==> src/rtl/rtag_pkg.sv <==
`timescale 1ns/1ps
// Shared widths and the ring search helper for the tag inserter.
// Assumes a ring of 2**TAG_W tags with one mask bit per tag.
package rtag_pkg;
    localparam int TAG_W    = 4;
    localparam int NTAGS    = 1 << TAG_W;
    localparam int SEED_W   = 16;
    localparam int SEED_LSB = 8;
    localparam int ST_W     = SEED_LSB + SEED_W;

    typedef logic [TAG_W-1:0]  tag_t;
    typedef logic [NTAGS-1:0]  mask_t;
    typedef logic [SEED_W-1:0] seed_t;

    // First allowed tag strictly after t, scanning a full lap (t itself last).
    function automatic tag_t next_allowed(input tag_t t, input mask_t m);
        tag_t r;
        tag_t cand;
        r = t;
        for (int i = NTAGS; i >= 1; i--) begin
            cand = tag_t'(t + tag_t'(i));
            if (!m[cand]) r = cand;
        end
        return r;
    endfunction
endpackage

==> src/rtl/rtag_lfsr.sv <==
`timescale 1ns/1ps
// Advances a Fibonacci shift-register seed by STEPS steps in one cycle.
// The feedback of step i is returned as bit i of step_cnt_o.
// Assumes TAP_MASK selects the XOR taps and feedback enters at the top bit.
module rtag_lfsr
    import rtag_pkg::*;
#(
    parameter int    STEPS    = TAG_W,
    parameter seed_t TAP_MASK = 16'h002D
) (
    input  seed_t            seed_i,
    output seed_t            seed_o,
    output logic [STEPS-1:0] step_cnt_o
);
    seed_t chain [STEPS+1];

    assign chain[0] = seed_i;

    for (genvar i = 0; i < STEPS; i++) begin : g_step
        logic fb;
        // Feedback of this step and the shifted seed it produces.
        assign fb            = ^(chain[i] & TAP_MASK);
        assign chain[i+1]    = {fb, chain[i][SEED_W-1:1]};
        assign step_cnt_o[i] = fb;
    end

    assign seed_o = chain[STEPS];
endmodule

==> src/rtl/rtag_ring_walk.sv <==
`timescale 1ns/1ps
// Moves a tag around the ring by a step count while skipping excluded tags.
// A step count of zero only searches upward for the first allowed tag.
// A fully excluded ring yields tag 0. The search is purely combinational.
module rtag_ring_walk
    import rtag_pkg::*;
(
    input  tag_t  start_i,
    input  tag_t  step_cnt_i,
    input  mask_t mask_i,
    output tag_t  tag_o
);
    tag_t hop [NTAGS];

    assign hop[0] = start_i;

    for (genvar j = 1; j < NTAGS; j++) begin : g_hop
        // One move to the next allowed tag.
        assign hop[j] = next_allowed(hop[j-1], mask_i);
    end

    // Pick the hop that matches the step count, or handle the special cases.
    always_comb begin
        if (&mask_i)
            tag_o = '0;
        else if (step_cnt_i == '0)
            tag_o = next_allowed(tag_t'(start_i - tag_t'(1)), mask_i);
        else
            tag_o = hop[step_cnt_i];
    end
endmodule

==> src/rtl/rand_tag_inserter.sv <==
`timescale 1ns/1ps
// Random allocation tag inserter: on start_i, steps the seed, walks the tag
// ring and writes the chosen tag into bits TAG_LSB+3:TAG_LSB of the pointer.
// The result is registered, so valid_o pulses one cycle after start_i.
// Assumes software writes of the state register override the operation's update.
module rand_tag_inserter
    import rtag_pkg::*;
#(
    parameter int PTR_W   = 64,
    parameter int TAG_LSB = 56
) (
    input  logic             clk,
    input  logic             rst_n,
    input  logic             start_i,
    input  logic             tag_en_i,
    input  logic [PTR_W-1:0] ptr_i,
    input  logic [15:0]      excl_op_i,
    input  logic [15:0]      excl_ctl_i,
    input  logic             st_wr_i,
    input  logic [ST_W-1:0]  st_wdata_i,
    output logic [PTR_W-1:0] ptr_o,
    output logic             valid_o,
    output logic [ST_W-1:0]  state_o
);
    seed_t            seed_q, seed_nx;
    tag_t             tag_q, tag_nx, step_cnt;
    mask_t            eff_mask;
    logic [PTR_W-1:0] ptr_q, ptr_ins;
    logic             valid_q;

    // Combined exclusion mask.
    assign eff_mask = excl_op_i | excl_ctl_i;

    rtag_lfsr #(.STEPS(TAG_W)) u_lfsr (
        .seed_i    (seed_q),
        .seed_o    (seed_nx),
        .step_cnt_o(step_cnt)
    );

    rtag_ring_walk u_walk (
        .start_i   (tag_q),
        .step_cnt_i(step_cnt),
        .mask_i    (eff_mask),
        .tag_o     (tag_nx)
    );

    // Insert the chosen tag, or zero when tag access is off.
    always_comb begin
        ptr_ins                     = ptr_i;
        ptr_ins[TAG_LSB +: TAG_W]   = tag_en_i ? tag_nx : tag_t'(0);
    end

    // Output register and valid pulse.
    always_ff @(posedge clk) begin
        if (!rst_n) begin
            ptr_q   <= '0;
            valid_q <= 1'b0;
        end else begin
            valid_q <= start_i;
            if (start_i) ptr_q <= ptr_ins;
        end
    end

    // State register: operation update, then software write wins.
    always_ff @(posedge clk) begin
        if (!rst_n) begin
            seed_q <= '0;
            tag_q  <= '0;
        end else if (st_wr_i) begin
            seed_q <= st_wdata_i[SEED_LSB +: SEED_W];
            tag_q  <= st_wdata_i[TAG_W-1:0];
        end else if (start_i && tag_en_i) begin
            seed_q <= seed_nx;
            tag_q  <= tag_nx;
        end
    end

    assign ptr_o   = ptr_q;
    assign valid_o = valid_q;
    assign state_o = {seed_q, {(SEED_LSB-TAG_W){1'b0}}, tag_q};


    valid_follows_start_chk: assert property (@(posedge clk) disable iff (!rst_n)
        valid_o |-> $past(start_i));


    disabled_keeps_state_chk: assert property (@(posedge clk) disable iff (!rst_n)
        (start_i && !tag_en_i && !st_wr_i) |=> $stable(state_o));


    disabled_clears_tag_chk: assert property (@(posedge clk) disable iff (!rst_n)
        (start_i && !tag_en_i) |=> (ptr_o[TAG_LSB +: TAG_W] == '0));


    tag_matches_state_chk: assert property (@(posedge clk) disable iff (!rst_n)
        (start_i && tag_en_i && !st_wr_i) |=> (ptr_o[TAG_LSB +: TAG_W] == state_o[TAG_W-1:0]));


    allowed_tag_chk: assert property (@(posedge clk) disable iff (!rst_n)
        (start_i && tag_en_i && !(&eff_mask)) |-> !eff_mask[tag_nx]);


    sw_write_chk: assert property (@(posedge clk) disable iff (!rst_n)
        st_wr_i |=> (state_o[ST_W-1:SEED_LSB] == $past(st_wdata_i[ST_W-1:SEED_LSB])
                     && state_o[TAG_W-1:0] == $past(st_wdata_i[TAG_W-1:0])));
endmodule

==> config.mk <==
export PLATFORM = sky130hd
export DESIGN_NAME = rand_tag_inserter
export DESIGN_NICKNAME = d
export VERILOG_FILES = /design/src/rtl/rtag_pkg.sv /design/src/rtl/rtag_lfsr.sv /design/src/rtl/rtag_ring_walk.sv /design/src/rtl/rand_tag_inserter.sv
export SDC_FILE = /design/constraint.sdc
export NUM_CORES = 2
export LEC_CHECK = 0
export BUFFER_PORTS_ARGS = -buffer_cell sky130_fd_sc_hd__buf_2
export CAP_MARGIN = 10
export CORE_MARGIN = 2
export CORE_UTILIZATION = 35
export DETAILED_ROUTE_END_ITERATION = 8
export PLACE_DENSITY = 0.53
export SYNTH_ARGS = -nofsm -noshare
export SYNTH_HDL_FRONTEND = slang
export SYNTH_SLANG_ARGS = --single-unit
==> constraint.sdc <==
create_clock -name clk -period 75.6 [get_ports clk]
set_clock_uncertainty 0.15 [all_clocks]
set_input_delay 7.56 -clock clk [delete_from_list [all_inputs] [get_ports clk]]
set_output_delay 7.56 -clock clk [all_outputs]
set_load 0.01 [all_outputs]
* After elaboration in Yosys (flattened, before gate mapping)
Index checks and enable logic that the tools add are counted.
Cells by class: reductions and logical operators 8, bitwise operators 2, multiplexer cells 730, div/mod/pow operators 0, order comparisons 241, shift operators 0, multiply operators 0, equality and inequality tests 0, add/subtract/negate cells 241
Operators by type and width (count):
- < comparator 4 x 5 -> 1 bit (second input constant) | 240
- 2-to-1 mux 4 bit | 247
- binary-select mux 1 bit (select 4 bit) | 240
- adder 4 bit (second input constant) | 128
- adder 4 x 3 -> 4 bit (second input constant) | 64
- 2-to-1 mux 1 bit | 240
- adder 4 x 2 -> 4 bit (second input constant) | 32
- adder 4 x 1 -> 4 bit (second input constant) | 16
- XOR reduction 16 bit | 4
- 2-to-1 mux 16 bit | 2
- binary-select mux 4 bit (select 4 bit) | 1
- OR 16 bit | 1
- AND reduction 16 bit | 1
- greater-or-equal comparator 5 bit (second input constant) | 1
- inverter 4 -> 5 bit | 1
- zero test 4 bit | 1
- subtractor 4 x 1 -> 4 bit (second input constant) | 1
- nonzero test 2 bit | 1
- logical AND 1 bit | 1
Storage, ports and cells: memory bits (writable) 0, bits in read-only memories 0, latch bits 0, flip-flop bits (word level) 85, word-level logic and storage cells 1226, memories kept 0

* Depth between registers and ports, before layout
word-level depth 277, mapped depth 232, mapped depth without buffers 188

* Hierarchy
A second synthesis with hierarchy kept.
Unflattened totals: cells, all modules 5925, area, all modules 45208.4 µm²
Modules (own cells, without submodules):
- rtag_ring_walk | sequential area each 0.0 µm², area each 41304.6 µm², cells each 5551, times used 1
- rand_tag_inserter | sequential area each 1701.6 µm², area each 3651.0 µm², cells each 344, times used 1
- rtag_lfsr | sequential area each 0.0 µm², area each 252.7 µm², cells each 30, times used 1

* Worst setup path after synthesis
No wires, ideal clock.
kind input port to flip-flop, start input excl_ctl_i[4], end register tag_q[1], stages 207, slack 18.565 ns, setup time 0.133 ns, data arrival time 56.752 ns, path through nor2_1 -> a21oi_1 -> mux4_2 -> o21bai_1 -> or3_1 -> o2111ai_1 -> a2111o_1 -> nand2_1 -> buf_2 -> clkbuf_1 -> ha_1 -> clkbuf_1 -> inv_1 -> a211o_1 -> nand4_1 -> buf_1 -> mux2i_1 -> mux2i_1 -> [... 171 more ...] -> buf_4 -> buf_1 -> inv_2 -> ha_1 -> clkbuf_1 -> inv_1 -> nor2_1 -> a21oi_1 -> mux2i_1 -> nand2b_1 -> nor3_1 -> a211oi_1 -> o21ai_1 -> a31o_1 -> nand4b_1 -> a21oi_1 -> o31ai_2 -> o22ai_1
On the way: word-level cells in the longest chain between the ends 277, elaborated cells between the ends (all ways) 939, those cells by class 210 x add/sub; 727 x mux; 1 x bitwise; 1 x reduce/logical
Ends and longest elaborated chain:
- start: declaration | RTL line rand_tag_inserter.sv:18 | input logic [15:0] excl_ctl_i,
- OR 16 bit * | RTL line rand_tag_inserter.sv:32 | assign eff_mask = excl_op_i | excl_ctl_i;
- binary-select mux 1 bit (select 4 bit) | RTL line rtag_pkg.sv:22 | if (!m[cand]) r = cand;
- 2-to-1 mux 1 bit (implied by the code) | RTL line rtag_pkg.sv:22
- 2-to-1 mux 4 bit (15 in a row) | RTL line rtag_pkg.sv:22
- adder 4 bit | RTL line rtag_pkg.sv:21 | cand = tag_t'(t + tag_t'(i));
- binary-select mux 1 bit (select 4 bit) | RTL line rtag_pkg.sv:22
- 2-to-1 mux 1 bit (implied by the code) | RTL line rtag_pkg.sv:22
- 2-to-1 mux 4 bit (15 in a row) | RTL line rtag_pkg.sv:22
- [... 218 more ...]
- 2-to-1 mux 1 bit (implied by the code) | RTL line rtag_pkg.sv:22
- 2-to-1 mux 4 bit (15 in a row) | RTL line rtag_pkg.sv:22
- binary-select mux 4 bit (select 4 bit) | RTL line rtag_ring_walk.sv:29 | tag_o = hop[step_cnt_i];
- 2-to-1 mux 4 bit (implied by the code) (2 in a row) | RTL line rtag_ring_walk.sv:29
- 2-to-1 mux 4 bit | RTL line rtag_ring_walk.sv:26 | else if (step_cnt_i == '0)
- 2-to-1 mux 4 bit * | RTL line rtag_ring_walk.sv:24 | if (&mask_i)
- 2-to-1 mux 4 bit * | RTL line rand_tag_inserter.sv:72 | end else if (start_i && tag_en_i) begin
- 2-to-1 mux 4 bit * | RTL line rand_tag_inserter.sv:69 | end else if (st_wr_i) begin
- end signal: assignment | RTL line rand_tag_inserter.sv:71 | tag_q <= st_wdata_i[TAG_W-1:0];
- end signal: assignment | RTL line rand_tag_inserter.sv:74 | tag_q <= tag_nx;
- end: declaration | RTL line rand_tag_inserter.sv:26 | tag_t tag_q, tag_nx, step_cnt;
Every way passes the cells marked *; elsewhere a longest branch is shown, timed or not. The select of a mux whose other input is x is not followed. A chain may end at the register's enable or synchronous reset.

* Worst setup path in the final report
start input excl_op_i[9], end register tag_q[1]
On the way: word-level cells in the longest chain between the ends 277, elaborated cells between the ends (all ways) 939, those cells by class 210 x add/sub; 727 x mux; 1 x bitwise; 1 x reduce/logical
Ends and longest elaborated chain:
- start: declaration | RTL line rand_tag_inserter.sv:17 | input logic [15:0] excl_op_i,
- OR 16 bit * | RTL line rand_tag_inserter.sv:32
- binary-select mux 1 bit (select 4 bit) | RTL line rtag_pkg.sv:22
- 2-to-1 mux 1 bit (implied by the code) | RTL line rtag_pkg.sv:22
- 2-to-1 mux 4 bit (15 in a row) | RTL line rtag_pkg.sv:22
- adder 4 bit | RTL line rtag_pkg.sv:21
- binary-select mux 1 bit (select 4 bit) | RTL line rtag_pkg.sv:22
- 2-to-1 mux 1 bit (implied by the code) | RTL line rtag_pkg.sv:22
- 2-to-1 mux 4 bit (15 in a row) | RTL line rtag_pkg.sv:22
- [... 218 more ...]
- 2-to-1 mux 1 bit (implied by the code) | RTL line rtag_pkg.sv:22
- 2-to-1 mux 4 bit (15 in a row) | RTL line rtag_pkg.sv:22
- binary-select mux 4 bit (select 4 bit) | RTL line rtag_ring_walk.sv:29
- 2-to-1 mux 4 bit (implied by the code) (2 in a row) | RTL line rtag_ring_walk.sv:29
- 2-to-1 mux 4 bit | RTL line rtag_ring_walk.sv:26
- 2-to-1 mux 4 bit * | RTL line rtag_ring_walk.sv:24
- 2-to-1 mux 4 bit * | RTL line rand_tag_inserter.sv:72
- 2-to-1 mux 4 bit * | RTL line rand_tag_inserter.sv:69
Marks and branches as above.

==> reports/metrics.yaml <==
global_routing:
  antenna_found_initial: 5
  grt_pass1_vias: 50310
  grt_pass1_wl_microns: 327600
  overflow: 0
  grt_start_max_net_pins: 69
  grt_use_total_pct: 30.56
logic_synthesis:
  ys_ff_latch: 85
  yosys.area.top_type_share_pct: 12.46
  ys_top_cells_by_area: "mux4_2 (12%), mux2i_1 (10%), nor2_1 (5.2%)"
  ys_seq_area_share_pct: 3.648
  synth_cell_types: 149
  synthFlopType: "dfxtp_1"
  synth_largest_area_cell: "mux4_2"
  synth-edff-count: 0
  synth_area_per_cell_sq_um: 7.347
  ys_warn_count: 0
  synth_area_sq_um: 46650
  synthArstFlopShare_pct: 0
  syn-instance-count: 6349
hold_path:
  min_delay_path_depth: 2
  worstHoldStart: "ptr_o[57]"
  hold-path-endpoint: "ptr_o[57]"
  worstHoldPathType: "reg2reg"
timing:
  rsz0062_at_grt: "no"
  fmax_ghz: 0.01421
  hold_viol: 0
  slew_headroom_pct: 21.39
  worst_pin_slew_ns: 1.179
  hold_slack_ns: 0.3048
  drv_slew: 0
  tns_ns: 0
  setup_viol: 0
  fin_crit_ns: 70.39
  period_share_pct: 93.10
worst_setup_path:
  regToRegEndpoint: "tag_q[1]"
  regToRegSetupSlack_ns: 11.72
  r2r_start: "tag_q[0]"
  critPathMaxFanout: 39
  required_ns: 75.64
  endpoint_kind: "flop"
  worst_setup_path_start_kind: "primary input"
  reg2reg_depth: 177
  cp_data_arrival_time_ns: 70.43
  crit_path_max_incr_delay_ns: 1.06
  path_class: "in2reg"
  slowest_stage: "a2111oi_0"
  critPathMostFrequentCell: "ha_1"
detailed_routing:
  drc: 0
  postRouteAntennaNets: 0
  vias: 54980
  avgViaCountPerCell: 6.900
  dr.pass1.iters: 8
  post_drt_wl_per_cell_microns: 27.64
  dr.first_iter.drc_count: 6978
  routed_wl_microns: 220300
clock_network:
  cts_buffers: 9
  worstSkewPairLatency_ns: 0.34
  cts_setup_buffers: 0
  clkTransAtPathRegs_ns: 0.06
  cts_hold_buf: 0
  cts_root_buffer: "clkbuf_16"
  cts_tree: "yes"
  clockBufferDepth: 2
  cts_sinks: 85
  htree_levels: 3
  cts.repair.resized: 0
die:
  fp.dieH_microns: 369.1
  start_util_pct: 35.39
  io_pins: 214
  die_area_sq_um: 136200
  coreArea_sq_um: 131800
  std_cell_rows: 133
  die_w_microns: 369.1
placement:
  place_hpwl_microns: 158500
  io_buffers: 201
  gp_congestion: 1.009
cells_and_area:
  nNetsFinal: 6442
  final_common_cell: "nor2_1"
  drive_above_1_share_pct: 16.70
  area_delta_synth_final_pct: 5.493
  final_cell_mix: "nor2_1 (631), nand2_1 (579), mux2i_1 (467), a21oi_1 (407), o21ai_0 (291)"
outcome:
  status: "complete, no violations"
flow_run:
  max_cap_violations: 0
## cells by family (layout without fill, tap and decap cells)
kind of cell	after synthesis	after routing	synth area share (%)
AO/OA/AOI/OAI	2220	2220	34.20
buffers and inverters	704	562	6.467
XOR/XNOR	195	195	4.273
multiplexers	864	864	26.03
adder cells (fa/ha/maj)	111	111	2.977
other	1	8	0.008039
flip-flops	85	85	3.648
AND/OR/NAND/NOR	2169	2169	22.40
## per-stage QoR
| stage | utilization [%] | std cells | area, sq um | setup WS [ns] |
|---|---|---|---|---|
| floorplan | - | 6352 | 46660 | 18.57 |
| global route | 37.33 | 7967 | 49210 | 1.811 |
| finish | 37.34 | 7969 | 49210 | 5.215 |
| global placement | 37.12 | 7950 | 48920 | 7.122 |
| CTS | 37.33 | 7965 | 49200 | 7.075 |
| detailed placement | 37.12 | 7950 | 48920 | 6.843 |
## worst max path at each step
| stage | startpoint | to | slack [ns] | depth (start not counted) |
|---|---|---|---|---|
| finish | excl_op_i[9] | tag_q[1] | 5.21 | 177 |
| global route | excl_op_i[9] | tag_q[3] | 1.81 | 178 |
| CTS | excl_ctl_i[9] | tag_q[1] | 7.07 | 177 |
| detailed placement | excl_ctl_i[9] | tag_q[1] | 6.84 | 177 |
| global placement | excl_ctl_i[9] | tag_q[1] | 7.12 | 176 |
| floorplan | excl_ctl_i[4] | tag_q[1] | 18.57 | 207 |
## cell usage after synthesis (52+ instances only)
master / count
ha_1: 111
a21o_1: 60
o21ai_0: 291
nand4_1: 66
a211oi_1: 142
mux2_2: 99
nand2_1: 579
a31oi_1: 91
mux2i_1: 467
xnor2_1: 142
and2_1: 72
o2111ai_1: 52
buf_2: 86
clkbuf_1: 337
mux4_2: 258
dfxtp_1: 85
inv_1: 137
a21oi_1: 407
a22oi_1: 70
o22ai_1: 99
nor4_1: 63
nor3_1: 184
nand3_1: 175
o211ai_1: 110
o21ai_1: 108
nor2_1: 648
## metal layers
metal / track usage [%] / routed length (microns) / up-vias
li1: - / - / 24510
met1: 41.98 / 91050 / 26590
met2: 47.10 / 95600 / 3273
met3: 5.160 / 22640 / 608
met4: 12.66 / 11000 / 0
met5: 0.07123 / 0 / -
## flip-flops by register name (all words and copies together), names as in the netlist
name	flops
ptr_o	64
seed_q	16
tag_q	4
valid_o	1
## layout make-up
type,count,area (sq um)
diodes,4,10.01
well taps,1755,2196
fillers,13960,82590
repair buffers,347,2117
flip-flops and latches,85,1708
clock inverters,6,55.05
clock buffers,9,225.2
multi-input cells,5563,42130
inverters,200,768.2
## critical path: cells and delay by family
kind,cells,cell delay (ns)
AOI/OAI and AO/OA,64,20.28
xor gates and xnor gates,4,1.39
adders and majority gates,14,7.13
buffers and inverters,35,12.20
muxes,26,11.48
and+or+nand+nor,34,9.99
Power is not shown: default switching activity piles up to over one toggle a cycle in this logic, so the estimate is an artifact.
